## config.mk

```make
export PLATFORM = sky130hd
export DESIGN_NAME = cyclic_enc
export DESIGN_NICKNAME = d
export VERILOG_FILES = /design/src/rtl/cyc_pkg.sv /design/src/rtl/cyc_divider.sv /design/src/rtl/cyc_seq.sv /design/src/rtl/cyclic_enc.sv
export SDC_FILE = /design/constraint.sdc
export NUM_CORES = 1
export LEC_CHECK = 0
export BUFFER_PORTS_ARGS = -buffer_cell sky130_fd_sc_hd__buf_4
export CORE_AREA = 5 5 42 44
export CTS_BUF_LIST = sky130_fd_sc_hd__clkbuf_2 sky130_fd_sc_hd__clkbuf_4 sky130_fd_sc_hd__clkbuf_8
export DETAILED_ROUTE_END_ITERATION = 10
export DIE_AREA = 0 0 47 49
export PLACE_DENSITY_LB_ADDON = 0.15
export SLEW_MARGIN = 20
export SYNTH_ARGS = -nofsm -noshare
export SYNTH_HDL_FRONTEND = slang
export SYNTH_HIERARCHICAL = 1
export SYNTH_SLANG_ARGS = --single-unit
```

## constraint.sdc

```tcl
create_clock -name clk -period 2.12 [get_ports clk]
set_clock_uncertainty 0.2 [all_clocks]
set_input_delay 0.318 -clock clk [delete_from_list [all_inputs] [get_ports clk]]
set_output_delay 0.318 -clock clk [all_outputs]
set_load 0.005 [all_outputs]
```

## src/rtl/cyc_pkg.sv

```systemverilog
package cyc_pkg;

  typedef enum logic [1:0] {
    PH_DATA   = 2'd0,
    PH_CHECK  = 2'd1,
    PH_REPORT = 2'd2
  } phase_t;

  typedef enum logic [1:0] {
    SEL_HAM7  = 2'd0,
    SEL_CRC12 = 2'd1,
    SEL_CRC16 = 2'd2,
    SEL_CCITT = 2'd3
  } code_sel_t;

  // Degree of the generator for each selection.
  function automatic int sel_degree(input code_sel_t sel);
    case (sel)
      SEL_CRC12: return 12;
      SEL_CRC16: return 16;
      SEL_CCITT: return 16;
      default:   return 3;
    endcase
  endfunction

  // Generator coefficients below the leading term.
  function automatic logic [31:0] sel_taps(input code_sel_t sel);
    case (sel)
      SEL_CRC12: return 32'h0000_080F;
      SEL_CRC16: return 32'h0000_8005;
      SEL_CCITT: return 32'h0000_1021;
      default:   return 32'h0000_0003;
    endcase
  endfunction

endpackage

```

## src/rtl/cyc_divider.sv

```systemverilog
module cyc_divider #(
  parameter int R = 3,
  parameter logic [R-1:0] TAPS = 3'b011
) (
  input  logic         clk,
  input  logic         rst_n,
  input  logic         clr,
  input  logic         step_in,
  input  logic         step_out,
  input  logic         din,
  output logic [R-1:0] rem
);

  logic         fb;
  logic [R-1:0] shifted;
  logic [R-1:0] next_div;

  // Premultiplied division: input bit enters at the top of the register.
  assign fb      = din ^ rem[R-1];
  assign shifted = rem << 1;

  generate
    for (genvar i = 0; i < R; i++) begin : g_tap
      if (TAPS[i]) begin : g_on
        assign next_div[i] = shifted[i] ^ fb;
      end else begin : g_off
        assign next_div[i] = shifted[i];
      end
    end
  endgenerate

  always_ff @(posedge clk or negedge rst_n) begin
    if (!rst_n)        rem <= '0;
    else if (clr)      rem <= '0;
    else if (step_in)  rem <= next_div;
    else if (step_out) rem <= shifted;
  end

endmodule

```

## src/rtl/cyc_seq.sv

```systemverilog
module cyc_seq
  import cyc_pkg::*;
#(
  parameter int K = 4,
  parameter int R = 3
) (
  input  logic clk,
  input  logic rst_n,
  input  logic mode_check,
  input  logic s_valid,
  input  logic m_ready,
  output logic s_ready,
  output logic m_valid,
  output logic step_in,
  output logic step_out,
  output logic clr,
  output logic in_check,
  output logic report
);

  localparam int N  = K + R;
  localparam int CW = $clog2(N + 1);
  localparam logic [CW-1:0] LAST_INFO = CW'(K - 1);
  localparam logic [CW-1:0] LAST_WORD = CW'(N - 1);
  localparam logic [CW-1:0] LAST_CHK  = CW'(R - 1);

  phase_t        phase;
  logic [CW-1:0] cnt;
  logic          mode_q;
  logic          first;
  logic          mode_eff;
  logic          in_last;

  assign first    = (phase == PH_DATA) && (cnt == '0);
  assign mode_eff = first ? mode_check : mode_q;
  assign in_last  = mode_eff ? (cnt == LAST_WORD) : (cnt == LAST_INFO);

  always_comb begin
    s_ready  = 1'b0;
    m_valid  = 1'b0;
    step_out = 1'b0;
    in_check = 1'b0;
    report   = 1'b0;
    case (phase)
      PH_DATA: begin
        if (mode_eff) begin
          s_ready = 1'b1;
        end else begin
          s_ready = m_ready;
          m_valid = s_valid;
        end
      end
      PH_CHECK: begin
        m_valid  = 1'b1;
        in_check = 1'b1;
        step_out = m_ready;
      end
      PH_REPORT: report = 1'b1;
      default: ;
    endcase
  end

  assign step_in = (phase == PH_DATA) && s_valid && s_ready;
  assign clr     = report || (step_out && (cnt == LAST_CHK));

  always_ff @(posedge clk or negedge rst_n) begin
    if (!rst_n) begin
      phase  <= PH_DATA;
      cnt    <= '0;
      mode_q <= 1'b0;
    end else begin
      case (phase)
        PH_DATA: begin
          if (step_in) begin
            if (first) mode_q <= mode_check;
            if (in_last) begin
              cnt   <= '0;
              phase <= mode_eff ? PH_REPORT : PH_CHECK;
            end else begin
              cnt <= cnt + 1'b1;
            end
          end
        end
        PH_CHECK: begin
          if (step_out) begin
            if (cnt == LAST_CHK) begin
              cnt   <= '0;
              phase <= PH_DATA;
            end else begin
              cnt <= cnt + 1'b1;
            end
          end
        end
        default: phase <= PH_DATA;
      endcase
    end
  end

endmodule

```

## src/rtl/cyclic_enc.sv

```systemverilog
module cyclic_enc
  import cyc_pkg::*;
#(
  parameter code_sel_t CODE = SEL_HAM7,
  parameter int K = 4
) (
  input  logic clk,
  input  logic rst_n,
  input  logic mode_check,
  input  logic s_valid,
  output logic s_ready,
  input  logic s_bit,
  output logic m_valid,
  input  logic m_ready,
  output logic m_bit,
  output logic check_phase,
  output logic chk_done,
  output logic chk_err
);

  localparam int R = sel_degree(CODE);
  localparam logic [31:0] TAPS_ALL = sel_taps(CODE);
  localparam logic [R-1:0] TAPS = TAPS_ALL[R-1:0];

  logic         step_in;
  logic         step_out;
  logic         clr;
  logic [R-1:0] rem;

  cyc_seq #(.K(K), .R(R)) u_seq (
    .clk(clk), .rst_n(rst_n), .mode_check(mode_check),
    .s_valid(s_valid), .m_ready(m_ready),
    .s_ready(s_ready), .m_valid(m_valid),
    .step_in(step_in), .step_out(step_out), .clr(clr),
    .in_check(check_phase), .report(chk_done)
  );

  cyc_divider #(.R(R), .TAPS(TAPS)) u_div (
    .clk(clk), .rst_n(rst_n), .clr(clr),
    .step_in(step_in), .step_out(step_out),
    .din(s_bit), .rem(rem)
  );

  assign m_bit   = check_phase ? rem[R-1] : s_bit;
  assign chk_err = chk_done && (|rem);

endmodule

```

==> impl_metrics.json <==
{
  "outcome": "finished with violations",
  "violations": "negative setup slack",
  "synth_top_area_share": 0.348,
  "maxCapViolCount": 0,
  "cts_tree": "built",
  "die_area_mm2": 0.00230,
  "die_y_um": 49,
  "worst_path_max_delay_cell": "dfrtp_1",
  "regArea_um2": 225,
  "worstSetupStartpointType": "register",
  "seq_area_frac_synth": 0.348,
  "wl_per_cell_um": 14.4,
  "fin_ws_ns": -0.176,
  "routed-via-count": 608,
  "postSynthCellCount": 69,
  "finalCritPeriodShare": 1.08,
  "setup_viol_count_final": 3,
  "first_pass_iters": 4,
  "globalplace.congestion": 0.796,
  "maxSlewViolCount": 0,
  "clk_pin_slew_ns": 0.06,
  "tightest_slew_ns": 0.495,
  "max_freq_ghz": 0.436,
  "ir_drop_mv": 0.694,
  "relSlewSlack": 0.666,
  "r2r-end": "u_div/rem[1]",
  "core_area_mm2": 0.00140,
  "grt_max_degree": 10,
  "fillers": 116,
  "p_leak_nw": 0.443,
  "reg2regPathDepth": 10,
  "cts_buffer_depth": 2,
  "period_minus_slack_ns": 2.30,
  "synth.largest_area_cell": "dfrtp_1",
  "rr_startpoint": "u_seq/cnt[1]",
  "multi_input_area_um2": 460,
  "io_pins": 12,
  "crit_path_max_fanout": 3,
  "drtIter0Drc": 7,
  "clock-sinks": 9,
  "synth-seq-cells": 9,
  "slowest_delay_ns": 0.39,
  "fin_nets": 108,
  "port_buffers": 11,
  "post-place-ws_ns": 0.0551,
  "rsz0062_at_grt": "true",
  "synthArstFlopShare": 1.00,
  "hold_path_class": "in2async",
  "hold_viol": 0,
  "htreeDepth": 1,
  "r2r_setup_slack_ns": -0.07,
  "grt_overflow": 0,
  "drive_above_1_share": 0.490,
  "synth_edf_count": 0,
  "cp.arrival_ns": 1.78,
  "drc": 0,
  "synth_common_cells": "9 x dfrtp_1, 7 x nor2_1, 6 x inv_1",
  "fp-row-count": 14,
  "detail_route.vias_per_cell": 5.33,
  "ant_nets": 0,
  "routed_wl_mm": 1.64,
  "hold_ws_ns": 0.213,
  "ys_warn_count": 6,
  "antennaDiodeCount": 0,
  "dp_hpwl_mm": 1.17,
  "cp.required_ns": 1.60,
  "start_util": 0.462,
  "worstSetupPathType": "reg2out",
  "syn_area_um2": 647,
  "synth_area_leaders": "dfrtp_1 35%, ha_1 5.8%, mux2i_1 4.6%",
  "yosysMostFrequentCell": "dfrtp_1",
  "antenna_found_initial": 0,
  "p_per_area_mw_per_mm2": 1420,
  "syn_area_per_cell_um2": 9.37,
  "die_w_um": 47,
  "grt_pass1_vias": 587,
  "crit_chain": "inv_2 -> ha_4 -> nor4b_4 -> mux2i_2 -> and2_4 -> nor3_2 -> buf_4",
  "syn_nets": 78,
  "grt_pass1_wl_mm": 2.53,
  "area_growth_pct": 47.8,
  "synthFlopType": "dfrtp_1",
  "cts_buffers": 3,
  "end_kind": "output pin",
  "clkLatencyLatePin_ns": 0.26,
  "clockRootBuffer": "clkbuf_4",
  "track_usage": 0.150,
  "ys_types": 32
}
[logic make-up after synthesis]
family / synth area share
and+or+nand+nor: 0.279
AOI/OAI and AO/OA: 0.180
xor gates and xnor gates: 0.0135
adders and majority gates: 0.0580
DFF: 0.348
buffers and inverters: 0.0522
muxes: 0.0696
[power breakdown]
part	leakage, nW	switching [mW]	internal (mW)
Sequential	0.114	0.0752	0.245
Clock	0.0184	0.0592	0.0853
Combinational	0.310	0.405	0.487
Total	0.443	0.539	0.817
[sequential cells by signal (all words and copies together), names as in the netlist]
name          count
u_div/rem         3
u_seq/cnt         3
u_seq/phase       2
u_seq/mode_q      1
[per-layer routing]
layer | up-vias | GRT usage | part of all wire
li1 | 310 | - | -
met2 | 8 | 0.240 | 0.50
met5 | - | 0 | 0
met1 | 288 | 0.190 | 0.45
met3 | 2 | 0.0554 | 0.042
met4 | 0 | 0.0276 | 0.0049
[placed cells by master (no fill, tap or decap), types with 3 or more instances in the layout]
cell / count
o21ai_0: 3
nor2_1: 6
buf_4: 25
dfrtp_1: 9
inv_1: 4
nand2_1: 4
clkbuf_4: 4
[metrics by stage]
stage	std cells	power, mW	utilization	TNS, ns	instance area (um^2)
floorplan	69	0.767	-	0	656
global placement	105	1.02	0.587	0	822
detailed placement	105	1.04	0.587	0	822
CTS	113	1.24	0.635	-0.345	890
global route	114	1.46	0.682	-0.974	956
finish	114	1.36	0.682	-0.361	956
[layout make-up]
cell class / count / area share
Tap cell: 16 / 0.0209
Inverter: 6 / 0.0236
Clock buffer: 4 / 0.0314
Sequential cell: 9 / 0.236
Multi-Input combinational cell: 53 / 0.482
Timing Repair Buffer: 26 / 0.207
[critical path: cells and delay by family (launching register included)]
kind | cells | cell delay [ns]
AND/OR/NAND/NOR | 3 | 0.46
flip-flops | 1 | 0.39
multiplexers | 1 | 0.34
buffers and inverters | 2 | 0.21
adder cells (fa/ha/maj) | 1 | 0.11
[timing repair]
| item | 4_1_cts | 5_1_grt |
|---|---|---|
| pin swaps | 1 | 4 |
| hold buffers | 1 | 0 |
| buffers inserted | 3 | 1 |
| gates resized for setup | 1 | 14 |
| setup endpoints to repair | 2 | 9 |
| endpoints found under the hold margin | 9 | 0 |
[how the worst max path moves through the flow]
stage            startpoint      endpoint  slack, ns  depth (start not counted)
3_3_place_gp   u_seq/cnt[0]  u_div/rem[1]       0.06                          9
6_report       u_seq/cnt[1]       s_ready      -0.18                          7
3_5_place_dp   u_seq/cnt[1]  u_div/rem[1]       0.06                          9
4_1_cts        u_seq/cnt[1]       s_ready      -0.17                          7
2_1_floorplan  u_seq/cnt[1]  u_div/rem[1]       0.03                          9
5_1_grt        u_seq/cnt[0]       s_ready      -0.29                          7
Power figures use the tool's default switching activity.
